==> src/rtl/sincdec_pkg.sv <==
package sincdec_pkg;

   // Fixed order of the first stage; also the largest second-stage order.
   localparam int unsigned FIRST_ORDER = 5;

   // Order code of the second stage to its order.
   function automatic logic [2:0] order_of(input logic [1:0] code);
      logic [2:0] n;
      case (code)
         2'd0:    n = 3'd1;
         2'd1:    n = 3'd3;
         2'd2:    n = 3'd4;
         default: n = 3'd5;
      endcase
      return n;
   endfunction

endpackage

==> src/rtl/sinc_integ.sv <==
// Cascade of wrap-around integrators. The next-value chain is combinational,
// so the registered sums add no latency to the window.
module sinc_integ #(
   parameter int W = 17,
   parameter int N = 5
) (
   input  logic                clk,
   input  logic                rst_n,
   input  logic                clr,
   input  logic                en,
   input  logic [W-1:0]        x,
   output logic [N-1:0][W-1:0] nxt
);
   logic [N-1:0][W-1:0] acc;

   assign nxt[0] = acc[0] + x;
   for (genvar k = 1; k < N; k++) begin : g_chain
      assign nxt[k] = acc[k] + nxt[k-1];
   end

   always_ff @(posedge clk) begin
      if (!rst_n || clr)
         acc <= '0;
      else if (en)
         acc <= nxt;
   end
endmodule

==> src/rtl/sinc_comb.sv <==
// Cascade of single-delay differentiators that run at the decimated rate.
module sinc_comb #(
   parameter int W = 17,
   parameter int N = 5
) (
   input  logic                clk,
   input  logic                rst_n,
   input  logic                clr,
   input  logic                en,
   input  logic [W-1:0]        x,
   output logic [N-1:0][W-1:0] y
);
   logic [N-1:0][W-1:0] dly;

   assign y[0] = x - dly[0];
   for (genvar k = 1; k < N; k++) begin : g_diff
      assign y[k] = y[k-1] - dly[k];
   end

   always_ff @(posedge clk) begin
      if (!rst_n || clr)
         dly <= '0;
      else if (en) begin
         dly[0] <= x;
         for (int k = 1; k < N; k++)
            dly[k] <= y[k-1];
      end
   end
endmodule

==> src/rtl/sinc_stage.sv <==
// One sinc stage: integrators, ratio counter, differentiators, order tap
// selection and settling suppression.
module sinc_stage #(
   parameter int W_IN = 2,
   parameter int W    = 17,
   parameter int NMAX = 5,
   parameter int LMAX = 3,
   localparam int RLW = $clog2(LMAX + 1),
   localparam int CW  = (LMAX > 0) ? LMAX : 1
) (
   input  logic            clk,
   input  logic            rst_n,
   input  logic            clr,
   input  logic            in_valid,
   input  logic [W_IN-1:0] x_in,
   input  logic [2:0]      ord,
   input  logic [RLW-1:0]  rlog,
   output logic [W-1:0]    y_out,
   output logic            y_valid
);
   if (W <= W_IN) begin : g_bad_width
      $error("sinc_stage: W must exceed W_IN");
   end
   if (NMAX < 1 || NMAX > 7) begin : g_bad_order
      $error("sinc_stage: NMAX out of range");
   end

   logic [W-1:0]           xs;
   logic [NMAX-1:0][W-1:0] nxt;
   logic [NMAX-1:0][W-1:0] dif;
   logic [W-1:0]           comb_in;
   logic [W-1:0]           comb_out;
   logic [CW-1:0]          cnt;
   logic [2:0]             settle;
   logic                   last;
   logic                   strobe;

   assign xs     = {{(W - W_IN){x_in[W_IN-1]}}, x_in};
   assign last   = (cnt == CW'((1 << rlog) - 1));
   assign strobe = in_valid && last && !clr;

   sinc_integ #(.W(W), .N(NMAX)) u_integ (
      .clk(clk), .rst_n(rst_n), .clr(clr), .en(in_valid), .x(xs), .nxt(nxt)
   );

   // Tap the chain at the selected order.
   always_comb begin
      comb_in  = nxt[0];
      comb_out = dif[0];
      for (int k = 1; k < NMAX; k++) begin
         if (ord == 3'(k + 1)) begin
            comb_in  = nxt[k];
            comb_out = dif[k];
         end
      end
   end

   sinc_comb #(.W(W), .N(NMAX)) u_comb (
      .clk(clk), .rst_n(rst_n), .clr(clr), .en(strobe), .x(comb_in), .y(dif)
   );

   always_ff @(posedge clk) begin
      if (!rst_n || clr) begin
         cnt     <= '0;
         settle  <= '0;
         y_valid <= 1'b0;
      end else begin
         y_valid <= 1'b0;
         if (in_valid)
            cnt <= last ? '0 : cnt + 1'b1;
         if (strobe) begin
            if (settle == ord)
               y_valid <= 1'b1;
            else
               settle <= settle + 1'b1;
         end
      end
   end

   always_ff @(posedge clk) begin
      if (!rst_n)
         y_out <= '0;
      else if (strobe && settle == ord)
         y_out <= comb_out;
   end

   // an output only follows an accepted input sample.
   assert_out_needs_input_R6: assert property (@(posedge clk) disable iff (!rst_n)
      y_valid |-> $past(in_valid));
   // a clear silences the stage on the following cycle.
   assert_clear_quiet_R7: assert property (@(posedge clk) disable iff (!rst_n)
      clr |=> !y_valid);
endmodule

==> src/rtl/sinc2_decimator.sv <==
module sinc2_decimator
   import sincdec_pkg::*;
#(
   parameter int R1_LOG2 = 3,
   parameter int MAX_L2  = 4,
   parameter int RATE_W  = 3,
   parameter int OUT_W   = 16
) (
   input  logic              clk,
   input  logic              rst_n,
   input  logic              mod_bit,
   input  logic              bit_en,
   input  logic [RATE_W-1:0] rate_sel,
   input  logic [1:0]        order_sel,
   output logic [OUT_W-1:0]  result,
   output logic              result_valid
);
   localparam int N1   = FIRST_ORDER;
   localparam int W1   = N1 * R1_LOG2 + 2;
   localparam int W2   = W1 + FIRST_ORDER * MAX_L2;
   localparam int SH1  = N1 * R1_LOG2 - (OUT_W - 2);
   localparam int R1   = 1 << R1_LOG2;
   localparam int RLW1 = $clog2(R1_LOG2 + 1);
   localparam int RLW2 = $clog2(MAX_L2 + 1);
   localparam int FS   = 1 << (OUT_W - 2);

   if (R1_LOG2 < 1) begin : g_bad_r1
      $error("sinc2_decimator: first-stage ratio must be at least 2");
   end
   if (MAX_L2 < 1) begin : g_bad_l2
      $error("sinc2_decimator: MAX_L2 must be at least 1");
   end
   if (SH1 < 0) begin : g_bad_out
      $error("sinc2_decimator: OUT_W too wide for first-stage growth");
   end
   if ((1 << RATE_W) <= MAX_L2) begin : g_bad_rate
      $error("sinc2_decimator: RATE_W cannot reach MAX_L2");
   end

   logic [RATE_W-1:0] rate_q;
   logic [1:0]        order_q;
   logic              chg;
   logic              bypass;
   logic [RLW2-1:0]   rlog2;
   logic [2:0]        ord_n;
   logic [5:0]        sh2;
   logic [1:0]        x1;
   logic [W1-1:0]     s1_y;
   logic              s1_valid;
   logic [W2-1:0]     s2_y;
   logic              s2_valid;

   // any change of a select code restarts the chain.
   assign chg = (rate_sel != rate_q) || (order_sel != order_q);

   always_ff @(posedge clk) begin
      if (!rst_n) begin
         rate_q  <= '0;
         order_q <= '0;
      end else if (chg) begin
         rate_q  <= rate_sel;
         order_q <= order_sel;
      end
   end

   assign bypass = (rate_q == '0);
   assign rlog2  = (int'(rate_q) > MAX_L2) ? RLW2'(MAX_L2) : RLW2'(rate_q);
   assign ord_n  = order_of(order_q);
   assign sh2    = 6'(int'(ord_n) * int'(rlog2) + SH1);
   assign x1     = mod_bit ? 2'b01 : 2'b11;   // +1 / -1

   sinc_stage #(.W_IN(2), .W(W1), .NMAX(N1), .LMAX(R1_LOG2)) u_stage1 (
      .clk(clk), .rst_n(rst_n), .clr(chg), .in_valid(bit_en), .x_in(x1),
      .ord(3'(N1)), .rlog(RLW1'(R1_LOG2)), .y_out(s1_y), .y_valid(s1_valid)
   );

   sinc_stage #(.W_IN(W1), .W(W2), .NMAX(FIRST_ORDER), .LMAX(MAX_L2)) u_stage2 (
      .clk(clk), .rst_n(rst_n), .clr(chg), .in_valid(s1_valid && !bypass),
      .x_in(s1_y), .ord(ord_n), .rlog(rlog2), .y_out(s2_y), .y_valid(s2_valid)
   );

   // Gain normalization by arithmetic shift, truncated to OUT_W.
   assign result       = bypass ? OUT_W'($signed(s1_y) >>> SH1)
                                : OUT_W'($signed(s2_y) >>> sh2);
   assign result_valid = bypass ? s1_valid : s2_valid;

   logic [15:0] gap;
   logic        seen;
   always_ff @(posedge clk) begin
      if (!rst_n) begin
         gap  <= '0;
         seen <= 1'b0;
      end else if (result_valid) begin
         gap  <= '0;
         seen <= 1'b1;
      end else if (gap != 16'hFFFF) begin
         gap <= gap + 1'b1;
      end
   end

   assert_valid_pulse_R8: assert property (@(posedge clk) disable iff (!rst_n)
      result_valid |=> !result_valid);
   assert_restart_quiet_R7: assert property (@(posedge clk) disable iff (!rst_n)
      chg |=> !result_valid);
   assert_result_bounded_R2: assert property (@(posedge clk) disable iff (!rst_n)
      result_valid |-> ($signed(result) <= FS && $signed(result) >= -FS));
   assert_min_spacing_R3: assert property (@(posedge clk) disable iff (!rst_n)
      (result_valid && seen) |-> (int'(gap) >= R1 - 1));
endmodule

==> config.mk <==
export PLATFORM = sky130hd
export DESIGN_NAME = sinc2_decimator
export DESIGN_NICKNAME = d
export VERILOG_FILES = /design/src/rtl/sincdec_pkg.sv /design/src/rtl/sinc_integ.sv /design/src/rtl/sinc_comb.sv /design/src/rtl/sinc_stage.sv /design/src/rtl/sinc2_decimator.sv
export SDC_FILE = /design/constraint.sdc
export NUM_CORES = 2
export LEC_CHECK = 0
export ABC_AREA = 1
export BUFFER_PORTS_ARGS = -buffer_cell sky130_fd_sc_hd__buf_2
export CAP_MARGIN = 30
export CORE_AREA = 2 2 386 388
export DETAILED_ROUTE_END_ITERATION = 8
export DIE_AREA = 0 0 388 390
export SYNTH_ARGS = -nofsm -noshare
export SYNTH_HDL_FRONTEND = slang
export SYNTH_HIERARCHICAL = 1
export SYNTH_SLANG_ARGS = --single-unit
==> constraint.sdc <==
create_clock -name clk -period 15.41 [get_ports clk]
set_input_delay 0.7705 -clock clk [delete_from_list [all_inputs] [get_ports clk]]
set_output_delay 0.7705 -clock clk [all_outputs]
set_load 0.02 [all_outputs]
==> metrics.md <==
| Metric | Value |
|---|---|
| Status | `finished, final reports clean` |
| RSZ-0062 raised after global routing | `true` |
| Die ar. | `151000 um^2` |
| Post-DP HPWL | `152 mm` |
| Layout overhead on the synthesized area | `18.9%` |
| Synthesized instance count | `9308` |
| GPL Wtd Cong | `0.975` |
| Critical path's largest stage delay | `0.37 ns` |
| CP endpoint | `u_stage2/y_out[35]` |
| Top cells by count, synth | `nand2_1 (1655), inv_1 (1482), nor2_1 (1024), a21oi_1 (912), o21ai_0 (697)` |
| I/O Buffers | `25` |
| Critical path class | `flop to flop` |
| Initial Util | `0.398` |
| Delay-heaviest family, CP | `compound AO/OA/AOI/OAI gates` |
| Die width | `388 um` |
| Die H | `390 um` |
| Final setup viols | `0` |
| Cells after DPL | `11491` |
| Area leader, netlist | `dfxtp_1` |
| Tmin final | `14.74 ns` |
| Number of synthesized flops with an enable pin | `0` |
| # Max-Cap Violations | `0` |
| CP Max Fanout | `5` |
| WP data required | `16.01 ns` |
| Async set or reset register ratio after synthesis | `0` |
| Final Max Slew Viols | `0` |
| Clock Skews | `0.0369 ns` |
| TritonCTS buffer count | `87` |
| Post-DRT Antenna Nets | `0` |
| Skew-Pair Late Insertion Delay | `0.72 ns` |
| DRC violations left | `0` |
| Setup TNS | `0 ns` |
| CTS sink count | `614` |
| Final-stage net count | `10279` |
| R2R Path End | `u_stage2/y_out[35]` |
| Vias in the first global route | `57646` |
| Avg WL per Cell | `17.1 um` |
| WL final | `200 mm` |
| FF-to-FF path depth | `79` |
| Worst Path Buf+Inv | `11` |
| Initial DRC Count | `4307` |
| Sequential cell area | `12300 um^2` |
| Crit path DAT | `15.33 ns` |
| Area contributors post-synth | `dfxtp_1 (21%), ha_1 (12%), nand2_1 (11%)` |
| Via density per instance | `5.24` |
| Worst Setup End Kind | `flop` |
| Endpoints failing hold | `0` |
| FP Rows | `141` |
| GRT Util Overall | `0.254` |
| Reg clk slew, reported paths | `0.06 ns` |
| Number of stages on the worst setup path | `79` |
| FF+latch count, synth | `614` |
| Reg-to-Reg Start | `u_stage1/y_out[0]` |
| WL met3 | `10.2 mm` |
| Max clock buf depth | `3` |
| Worst slew margin | `0.317` |
| First-pass GRT wire length | `312 mm` |
| Worst setup SP type | `flop` |
| Routed met2 length | `91.2 mm` |
| Slowest cell on crit path | `fa_2` |
| Largest net degree at the start of global routing | `205` |
| Final Non-Filler Cells | `11701` |
| Core area | `147000 um^2` |
| R2r setup slk | `0.67 ns` |
| Share of cells above drive strength 1 | `0.143` |
| Most common cell in the netlist | `nand2_1` |
| Synth cell types | `86` |
| GRT overflow | `0` |
| Area share of the leading cell type in the synthesized netlist | `0.210` |
| CP startpoint | `u_stage1/y_out[0]` |
| Ys Warns | `6` |
| Most common flop cell mapped by yosys | `dfxtp_1` |
| Antenna cells | `0` |
| Finished layout cell area | `69600 um^2` |
| Highest metal used | `met5` |
| Vias after detailed routing | `61277` |
| Router iterations before antenna repair | `6` |
| Hold_buf cts | `0` |
| CTS root buffer | `clkbuf_16` |
| HP Start | `order_sel[0]` |
| Placed Area | `63800 um^2` |
| Initial antenna violation count | `6` |
| Fmax | `67.9 MHz` |
| IO Pins | `26` |
| Final-layout fill cell count | `15422` |
| Multi-input gate area in the final layout | `41400 um^2` |
| HP Class | `input port to flop` |
| Fin crit share | `0.956` |
| # H-tree levels | `3` |
| Register area share after synthesis | `0.210` |
| Metal-1 WL | `92.4 mm` |
| CTS tree | `built` |
| Worst Tran Pin Value | `1.02 ns` |
| Mapped Avg Cell Area | `6.29 um^2` |
| Post-Syn Area | `58600 um^2` |
area by class of cell:
class / count / area share
multi-input combinational: 6868 / 0.595
clock buffer: 129 / 0.0372
timing repair buffer: 622 / 0.0673
inverter: 1509 / 0.0817
tap: 1930 / 0.0347
sequential: 614 / 0.177
clock inverter: 29 / 0.00714
worst reg2reg max path: cells and delay by family (launching register included):
family,cells,cell delay (ns)
AO/OA/AOI/OAI,25,5.21
adder cells (fa/ha/maj),11,3.52
AND/OR/NAND/NOR,22,2.24
XOR/XNOR,10,1.98
buffers and inverters,11,1.33
flip-flops,1,0.34
layer usage:
layer / GRT usage / vias up
met1: 0.343 / 28342
li1: - / 31130
met4: 0.0744 / 6
met2: 0.424 / 1487
met3: 0.0276 / 312
met5: 0 / -
flip-flops by register name, summed over array words and instances, names as in the netlist:
register	cells
u_stage2/cnt	4
u_stage1/u_integ/acc	85
u_stage1/y_valid	1
u_stage2/u_comb/dly	185
u_stage2/settle	3
u_stage2/y_valid	1
order_q	2
u_stage1/y_out	17
u_stage1/settle	3
u_stage2/y_out	37
rate_q	3
u_stage2/u_integ/acc	185
u_stage1/cnt	3
u_stage1/u_comb/dly	85
stage by stage:
step	setup slack [ns]	hold slack, ns	util
after floorplan	2.27	0.437	-
final	0.675	0.287	0.473
after global routing	-0.232	0.261	0.473
after CTS	-0.0182	0.217	0.455
after detailed placement	-0.155	0.453	0.434
after global placement	0.0407	0.445	0.434
how the worst min path moves through the flow:
stage                                    to  cells past startpoint
floorplan           u_stage1/u_comb/dly[10]                      2
global placement     u_stage1/u_comb/dly[5]                      2
detailed placement   u_stage1/u_comb/dly[9]                      2
CTS                               rate_q[2]                      3
global route                      rate_q[2]                      3
finish                           order_q[0]                      3
layout by cell type (no fill, tap or decap), types with 53 or more instances in the layout:
master	n
nand2_1	1626
inv_1	1475
nor2_1	989
a21oi_1	830
o21ai_0	672
nand3_1	651
dfxtp_1	612
buf_4	593
ha_1	492
xor2_1	266
xnor2_1	124
a21oi_2	115
o21ai_1	115
clkbuf_16	88
nand2_2	78
nand4_1	67
a31oi_1	67
xor2_2	53
cells by family (layout without fill, tap and decap cells):
group,count (synthesis),count (layout),share of synthesized area
compound gates,2152,2152,0.205
xor+xnor,478,478,0.0719
fa+ha+maj,568,568,0.124
buf+inv,1837,2289,0.122
flops,614,614,0.210
mux,1,1,0.000171
other cells,2,13,0.000128
simple gates,3656,3656,0.267
timing repair:
item / 4_1_cts / 5_1_grt
setup endpoints to repair: 6 / 19
resized for setup: 8 / 428
buffers inserted: 2 / 48
pin swaps: 1 / 128
Power is not shown: default switching activity piles up to over one toggle a cycle in this logic, so the estimate is an artifact.
